[src/rtl/nsbaud_gen.sv]
module nsbaud_gen #(
  parameter int          CLK_NS     = 16,
  parameter logic [31:0] RST_DIV    = 32'h0001_F400,
  parameter logic [31:0] KEY_X16    = 32'h6EF7_1000,
  parameter logic [31:0] KEY_X8     = 32'h2673_1000,
  parameter logic [31:0] RST_MODE   = 32'h6EF7_1000
) (
  input  logic        clk,
  input  logic        rst_n,
  input  logic        wr_en,
  input  logic        wr_addr,
  input  logic [31:0] wr_data,
  output logic        sample_tick,
  output logic        bit_tick
);
  localparam int AW   = 34;
  localparam int STEP = CLK_NS * 255;

  logic [31:0]   div_q;
  logic          x16_q;
  logic [AW-1:0] acc_q;
  logic [3:0]    sub_q;

  logic [AW-1:0] period, sum;
  logic          fast, hit, last, div_wr, mode_wr;

  assign div_wr  = wr_en && !wr_addr;
  assign mode_wr = wr_en && wr_addr;
  assign period  = ({10'd0, div_q[31:8]} * 34'd255) + {26'd0, div_q[7:0]};
  assign sum     = acc_q + AW'(STEP);
  assign fast    = div_q[31:8] < 24'(CLK_NS);
  assign hit     = fast || (sum >= period);
  assign last    = x16_q ? (sub_q == 4'd15) : (sub_q >= 4'd7);

  always_ff @(posedge clk) begin
    if (!rst_n) begin
      div_q       <= RST_DIV;
      x16_q       <= (RST_MODE == KEY_X16);
      acc_q       <= '0;
      sub_q       <= '0;
      sample_tick <= 1'b0;
      bit_tick    <= 1'b0;
    end else if (div_wr) begin
      div_q       <= wr_data;
      acc_q       <= '0;
      sub_q       <= '0;
      sample_tick <= 1'b0;
      bit_tick    <= 1'b0;
    end else begin
      if (mode_wr) x16_q <= (wr_data == KEY_X16);
      sample_tick <= hit;
      bit_tick    <= hit && last;
      if (hit) begin
        acc_q <= fast ? '0 : sum - period;
        sub_q <= last ? 4'd0 : sub_q + 4'd1;
      end else begin
        acc_q <= sum;
      end
    end
  end
endmodule

[config.mk]
export PLATFORM = sky130hd
export DESIGN_NAME = nsbaud_gen
export DESIGN_NICKNAME = d
export VERILOG_FILES = /design/src/rtl/nsbaud_gen.sv
export SDC_FILE = /design/constraint.sdc
export NUM_CORES = 1
export LEC_CHECK = 0
export ABC_AREA = 1
export BUFFER_PORTS_ARGS = -buffer_cell sky130_fd_sc_hd__clkbuf_2
export CORE_ASPECT_RATIO = 1.75
export CORE_MARGIN = 4
export CORE_UTILIZATION = 65
export CTS_BUF_LIST = sky130_fd_sc_hd__clkbuf_16
export DETAILED_ROUTE_END_ITERATION = 6
export PLACE_DENSITY = 0.89
export SYNTH_ARGS = -nofsm -noshare
export SYNTH_HDL_FRONTEND = slang
export SYNTH_SLANG_ARGS = --single-unit
[constraint.sdc]
create_clock -name clk -period 8.8 [get_ports clk]
set_input_delay 0.88 -clock clk [delete_from_list [all_inputs] [get_ports clk]]
set_output_delay 0.88 -clock clk [all_outputs]
set_load 0.03 [all_outputs]
==> out/metrics.yaml, run 1 <==
status: "finished, final reports clean"
slowest_stage: "fa_1"
path_max_fanout: 33
cts-root-buf: "clkbuf_16"
syn_inst: 1771
fmax_ghz: 0.1313
yosysWarnings: 0
rsz0062_at_grt: "no"
grt_antenna_before_repair: 0
final_common_cell: "nand2_1"
coreArea_um2: 18050
dieHeight_um: 187.5
top_layer: "met4"
gp_congestion: 0.9968
clock_latency_ps: 360
multi_input_area_um2: 8766
post_cts_resize_count: 0
setup_viol: 0
synth.net_count: 2043
cts_tree: "built"
wl_um: 35310
cpPeakStageDelay_ps: 570
dieArea_um2: 20740
htreeDepth: 3
clk_pin_slew_ps: 60
first_pass_iters: 5
vias_per_cell: 5.628
cp.required_ps: 9060
async_reset_ff_share_pct: 0
start_util_pct: 66.30
layout.cells.most_common_list: "nand2_1 (438), inv_1 (403), nor2_1 (134)"
overflow: 0
post_cts_buffers: 0
worst_ep_arrival_time_ps: 7880
nets: 2064
setup_tns_ps: 0
skew_ps: 10.53
period_share_pct: 86.54
dr_total_vias: 11430
area_growth_pct: 4.714
drc: 0
track_usage_pct: 34.89
grt_pass1_wl_um: 57600
cts_hold_buf: 0
nFillCells: 1558
fin_area_um2: 12530
antennaDiodeCount: 0
cap_violations: 0
die_w_um: 110.6
hold_violations: 0
wl_met1_um: 11600
fp-row-count: 65
ys_ff_latch: 73
layout-drive-gt1-share_pct: 4.953
tightestPinTransition_ps: 948.3
start_kind: "flop"
grt_max_degree: 58
min_period_ps: 7616
pre_cts_ws_ps: 1427
netlist_area_um2: 11970
slew_headroom_pct: 36.39
clock_path_buffers: 2
crit_type: "reg -> reg"
postRouteAntennaNets: 0
holdCritPathClass: "reg -> reg"
io_pins: 38
clock_sinks: 73
portBuffers: 37
register_area_um2: 1461
wl_met3_um: 1408
avgRoutedWirePerCell_um: 17.38
synth_edf_count: 0
ys_seq_area_share_pct: 12.21
ys_types: 39
timing.final.ws_setup_ps: 1184
cts_buffers: 9
wl_met2_um: 19530
end_kind: "flop"
slew_viol_final: 0
dpl.hpwl_um: 30170
placed_area_um2: 12260
ys.flop_type: "dfxtp_1"
first_iter_violations: 567
grt_pass1_vias: 12030
synth.avg_cell_area_um2: 6.759
layout make-up:
class	count	area share, %
Tap cell	234	2.336
Timing Repair Buffer	41	1.717
Inverter	405	12.13
Clock buffer	9	1.797
Multi-Input combinational cell	1262	69.93
Clock inverter	7	0.4292
Sequential cell	73	11.66
logic make-up after synthesis:
group | share of synthesized area (%)
compound gates | 8.435
xor+xnor | 4.390
fa+ha+maj | 32.13
buf+inv | 14.62
flops | 12.21
simple gates | 28.21
critical path: cells and delay by family (launching register included):
family	cells	cell delay (ps)
AOI/OAI and AO/OA	3	820
and+or+nand+nor	14	2600
buffers and inverters	6	660
DFF	1	500
adders and majority gates	6	2900
metrics by stage:
stage | utilization, % | hold WS (ps) | cells
5_1_grt | 69.42 | 532.3 | 2031
6_report | 69.42 | 493.5 | 2031
3_3_place_gp | 67.88 | 477.3 | 2015
3_5_place_dp | 67.88 | 484.2 | 2015
4_1_cts | 69.42 | 494.1 | 2031
2_1_floorplan | - | 443.9 | 1771
routing by layer:
| metal | vias to the layer above | GRT usage, % |
|---|---|---|
| li1 | 5534 | - |
| met1 | 5343 | 33.36 |
| met2 | 397 | 68.62 |
| met3 | 157 | 3.132 |
| met4 | 0 | 23.57 |
| met5 | - | 0 |
Yosys cell counts (7+ instances only):
library cell | number | area share, %
nand2_1 | 438 | 14
inv_1 | 403 | 13
nor2_1 | 135 | 4.2
fa_1 | 119 | 20
ha_1 | 117 | 12
a21oi_1 | 112 | 4.7
nand3_1 | 78 | 3.3
dfxtp_1 | 73 | 12
nand4_1 | 61 | 3.2
o21ai_0 | 50 | 2.1
xor2_1 | 36 | 2.6
xnor2_1 | 24 | 1.8
nor3_1 | 18 | 0.75
clkbuf_1 | 13 | 0.41
nand2_2 | 11 | 0.57
nand3_2 | 10 | 0.84
a31oi_1 | 7 | 0.37
o211ai_1 | 7 | 0.44
state kept, by name, summed over array words and instances, names as in the netlist:
register / count
x16_q: 1
div_q: 32
bit_tick: 1
sub_q: 4
acc_q: 34
sample_tick: 1
worst paths after layout:
kind,start,end,slack (ps),depth (start not counted)
worst min register to register,sub_q[1],sub_q[1],490,2
worst max-delay path,div_q[13],acc_q[5],1180,29
worst min-delay path,sub_q[1],sub_q[1],490,2
worst max register to register,div_q[13],acc_q[5],1180,29
Power of run 1 is not shown: default switching activity piles up to over one toggle a cycle in this logic, so the estimate is an artifact.
==> run 2: changes to the inputs <==
--- a/config.mk
+++ b/config.mk
@@ -12,7 +12,9 @@
 export CORE_UTILIZATION = 65
 export CTS_BUF_LIST = sky130_fd_sc_hd__clkbuf_16
 export DETAILED_ROUTE_END_ITERATION = 6
+export MAX_ROUTING_LAYER = met4
 export PLACE_DENSITY = 0.89
+export RECOVER_POWER = 100
 export SYNTH_ARGS = -nofsm -noshare
 export SYNTH_HDL_FRONTEND = slang
 export SYNTH_SLANG_ARGS = --single-unit
==> run 2 against run 1 <==
  * Critical path depth down 4
  * Design area is 0.16% lower
  * Utilization decreased by 0.11 points
  * Cell count is essentially flat
  * First-iteration DRC count fell by 11%
  * Critical path type unchanged
==> out/metrics.yaml, run 2 (same netlist as run 1, synthesis figures left out) <==
htreeDepth: 3
hp-start: "acc_q[0]"
postRouteAntennaNets: 0
fmax_ghz: 0.1283
cp.required_ps: 9000
gp_congestion: 1.006
reg2reg_depth: 25
avgRoutedWirePerCell_um: 17.56
setup_viol: 0
slew_headroom_pct: 11.01
worst_ep_arrival_time_ps: 7990
fp-row-count: 65
final_common_cell: "nand2_1"
io_pins: 38
r2r-end: "acc_q[29]"
cts-root-buf: "clkbuf_16"
clock_sinks: 73
status: "finished, final reports clean"
slew_viol_final: 0
cpPeakStageDelay_ps: 700
top_register: "acc_q"
slowest_stage: "nand3_1"
wl_um: 35700
path_max_fanout: 18
start_util_pct: 66.30
antennaDiodeCount: 0
vias_per_cell: 5.550
top_regs: "acc_q (34), div_q (32), sub_q (4)"
hold_violations: 0
clock_path_buffers: 2
grt_pass1_vias: 11990
layout.cells.most_common_list: "nand2_1 (439), inv_1 (403), nor2_1 (135)"
post_cts_resize_count: 0
largest_register_ffs: 34
rsz0062_at_grt: "no"
area_growth_pct: 4.547
cap_violations: 0
tightestPinTransition_ps: 1335
period_share_pct: 88.56
crit_type: "reg -> reg"
clock_latency_ps: 360
nFillCells: 1620
end_kind: "flop"
overflow: 0
r2r_slack_ps: 1010
grt_antenna_before_repair: 0
nets: 2066
dieHeight_um: 187.5
cts_hold_buf: 0
dpl.hpwl_um: 30440
holdCritPathClass: "reg -> reg"
cts_tree: "built"
die_w_um: 110.6
post_cts_buffers: 0
min_period_ps: 7793
grt_max_degree: 58
coreArea_um2: 18050
portBuffers: 37
skew_ps: 12.15
track_usage_pct: 36.68
drc: 0
first_iter_violations: 503
first_pass_iters: 5
r2r-start: "div_q[12]"
hold_end: "acc_q[0]"
dieArea_um2: 20740
cts_buffers: 9
setup_tns_ps: 0
min_delay_path_depth: 2
grt_pass1_wl_um: 58680
start_kind: "flop"
clk_pin_slew_ps: 60
dr_total_vias: 11280
layout-drive-gt1-share_pct: 4.225
-- run 2: changes by cell type in the layout (fill, tap and decap cells not counted), sizes merged --
| cell | previous run | this run |
|---|---|---|
| clkinv | 3 | 4 |
| bufinv | 0 | 1 |
| buf | 4 | 5 |
| clkinvlp | 3 | 1 |
| clkbuf | 46 | 47 |
-- run 2: layer usage --
metal,up-vias,share of wire [%],global-route usage (%)
met5,-,0,-
met4,0,8.2,24.99
met1,5229,33,34.20
met2,369,55,69.22
met3,143,3.9,3.584
li1,5543,-,-
-- run 2: final cells by class --
type	count	area [um^2]	share of cell area, %
Clock inverter	7	77.57	0.6199
Tap cell	234	292.8	2.340
Multi-Input combinational cell	1262	8716	69.65
Sequential cell	73	1461	11.68
Clock buffer	9	225.2	1.800
Inverter	405	1520	12.15
Timing Repair Buffer	43	221.5	1.770
-- run 2: how the worst max path moves through the flow --
stage,start,cells past startpoint,end,slack (ps)
final,div_q[12],25,acc_q[29],1010
after floorplan,div_q[11],31,acc_q[2],3110
after detailed placement,div_q[12],28,acc_q[5],1480
after global routing,div_q[12],25,acc_q[29],490
after CTS,div_q[12],28,acc_q[14],1470
after global placement,div_q[12],28,acc_q[5],1560
-- run 2: worst max-delay path, delay by kind of cell (launching register included) --
family                   cells  cell delay [ps]
AND/OR/NAND/NOR              9             2650
AO/OA/AOI/OAI                6             1260
flip-flops                   1              470
buffers and inverters        4              340
adder cells (fa/ha/maj)      6             2880
-- run 2: per-stage QoR --
stage	cells	utilization (%)	area (um^2)	hold slack (ps)	setup slack (ps)
after global routing	2033	69.31	12510	518.9	490.1
after detailed placement	2017	67.96	12270	487.5	1481
after floorplan	1771	-	11970	443.9	3110
after CTS	2033	69.64	12570	495.2	1468
after global placement	2017	67.96	12270	477.4	1565
final	2033	69.31	12510	497.5	1007
Power of run 2 is left out for the same reason.
==> run 3: changes to the inputs <==
--- a/config.mk
+++ b/config.mk
@@ -5,7 +5,6 @@
 export SDC_FILE = /design/constraint.sdc
 export NUM_CORES = 1
 export LEC_CHECK = 0
-export ABC_AREA = 1
 export BUFFER_PORTS_ARGS = -buffer_cell sky130_fd_sc_hd__clkbuf_2
 export CORE_ASPECT_RATIO = 1.75
 export CORE_MARGIN = 4
==> run 3 against run 2 <==
  * Non-clock buffer count down 3
  * Setup slack worse by 85 ps
  * Via count down 23%
  * Cell count down 30%
  * Synthesized area down 15%
  * The flow now finishes with violations (max-capacitance violations, max-slew violations)
  * Routed wire length down 29%
  * Global-route usage down 5.6 points
  * Critical path type unchanged
  * Maximum frequency down 1.1%
  * Sequential cell count unchanged
  * Largest cell class unchanged
==> out/metrics.yaml, run 3 <==
io_pins: 38
antennaDiodeCount: 0
rsz0062_at_grt: "no"
post-place-cells: 1399
dieHeight_um: 173.4
ys_types: 68
min_delay_path_depth: 2
hold_slack_ps: 468.6
skew_ps: 10.49
post_cts_buffers: 0
ys.flop_type: "dfxtp_1"
multi_input_area_um2: 7774
synth_area_leaders: "fa_1 (23%), ha_1 (14%), dfxtp_1 (14%)"
slew_headroom_pct: -1.559
nets: 1496
overflow: 0
path_max_fanout: 10
avgRoutedWirePerCell_um: 17.89
grt_pass1_wl_um: 43050
tightestPinTransition_ps: 1523
min_period_ps: 7878
htreeDepth: 3
r2r-end: "sub_q[2]"
layout.cells.most_common_list: "inv_1 (207), nand2_1 (140), fa_1 (119)"
gp_congestion: 0.9870
start_util_pct: 66.01
grt_pass1_vias: 9332
nFillCells: 1085
cts_tree: "built"
synth_top_cell_by_area: "fa_1"
first_pass_iters: 7
end_kind: "flop"
cts_buffers: 9
start_kind: "flop"
track_usage_pct: 31.04
stdcell_count: 1415
cap_violations: 1
setup_viol: 0
cts-root-buf: "clkbuf_16"
grt_antenna_before_repair: 0
cts_hold_buf: 0
slowest_stage: "fa_1"
status: "finished with violations"
clock_path_buffers: 2
drc: 0
top_regs: "acc_q (34), div_q (32), sub_q (4)"
synth_top_area_share_pct: 23.45
setup_tns_ps: 0
vias_per_cell: 6.122
cpPeakStageDelay_ps: 610
grt_max_degree: 42
top_register: "acc_q"
first_iter_violations: 468
largest_register_ffs: 34
fmax_ghz: 0.1269
reg2reg_depth: 28
dr_total_vias: 8662
ys_seq_area_share_pct: 14.39
final_common_cell: "inv_1"
netlist_area_um2: 10160
hp-start: "acc_q[3]"
dpl.hpwl_um: 19820
violations: "max-capacitance violations, max-slew violations"
synth.net_count: 1476
post_cts_resize_count: 0
crit_start: "div_q[12]"
clock_sinks: 73
clock_latency_ps: 340
worst_ep_arrival_time_ps: 8060
synth_edf_count: 0
register_area_um2: 1461
fp-row-count: 60
yosysWarnings: 0
pre_cts_ws_ps: 1158
period_share_pct: 89.53
crit_type: "reg -> reg"
hold_end: "acc_q[3]"
clk_pin_slew_ps: 60
synth.most_common_cell: "inv_1"
hold_violations: 0
layout-drive-gt1-share_pct: 5.370
syn_inst: 1204
dieArea_um2: 17770
cp.required_ps: 8980
holdCritPathClass: "reg -> reg"
r2r_slack_ps: 920
async_reset_ff_share_pct: 0
wl_um: 25320
postRouteAntennaNets: 0
portBuffers: 37
slew_viol_final: 39
die_w_um: 102.5
synth.avg_cell_area_um2: 8.437
r2r-start: "div_q[12]"
area_growth_pct: 5.962
coreArea_um2: 15390
ys_top_cells_by_count: "inv_1 (207), nand2_1 (140), fa_1 (119)"
timing.final.ws_setup_ps: 921.6
ys_ff_latch: 73
## run 3: cell types whose count changed after synthesis, moves of 35 or more
cell / previous run / this run
nand2_1: 438 / 140
inv_1: 403 / 207
nor2_1: 135 / 51
nand4_1: 61 / 15
nand3_1: 78 / 34
a21oi_1: 112 / 74
a21o_1: 3 / 38
## run 3: cells by family (layout without fill, tap and decap cells)
family,after synthesis,after routing,synth area share [%]
xor+xnor,72,72,6.208
buf+inv,238,263,9.041
simple gates,327,327,15.67
compound gates,258,258,16.84
flops,73,73,14.39
fa+ha+maj,236,236,37.86
## run 3: per-stage QoR
stage / cell area [um^2] / utilization, %
3_3_place_gp: 10460 / 67.97
4_1_cts: 10780 / 70.05
3_5_place_dp: 10460 / 67.97
2_1_floorplan: 10160 / -
6_report: 10760 / 69.94
5_1_grt: 10760 / 69.94
## run 3: worst max-delay path by stage
| stage | to | cells past startpoint | slack [ps] |
|---|---|---|---|
| CTS | acc_q[29] | 27 | 1140 |
| floorplan | acc_q[29] | 28 | 2190 |
| global placement | acc_q[29] | 27 | 1440 |
| finish | sub_q[2] | 28 | 920 |
| detailed placement | acc_q[29] | 27 | 1160 |
| global route | sub_q[2] | 25 | 350 |
## run 3: layout make-up
class / count / area share, %
multi-input cells: 893 / 72.22
inverters: 207 / 7.218
well taps: 186 / 2.162
clock buffers: 9 / 2.092
flip-flops and latches: 73 / 13.58
repair buffers: 40 / 1.848
clock inverters: 7 / 0.8834
## run 3: worst max-delay path, delay by kind of cell (launching register included)
kind | cells | cell delay (ps)
AO/OA/AOI/OAI | 13 | 3370
adder cells (fa/ha/maj) | 6 | 2630
buffers and inverters | 4 | 360
AND/OR/NAND/NOR | 4 | 780
flip-flops | 1 | 450
XOR/XNOR | 1 | 140
## run 3: routing by layer
metal  track usage [%]  part of all wire (%)
met5                 -                     0
met4             17.13                   6.3
met3             3.907                   4.0
met2             54.26                    54
met1             32.81                    36
Power of run 3 is left out for the same reason.
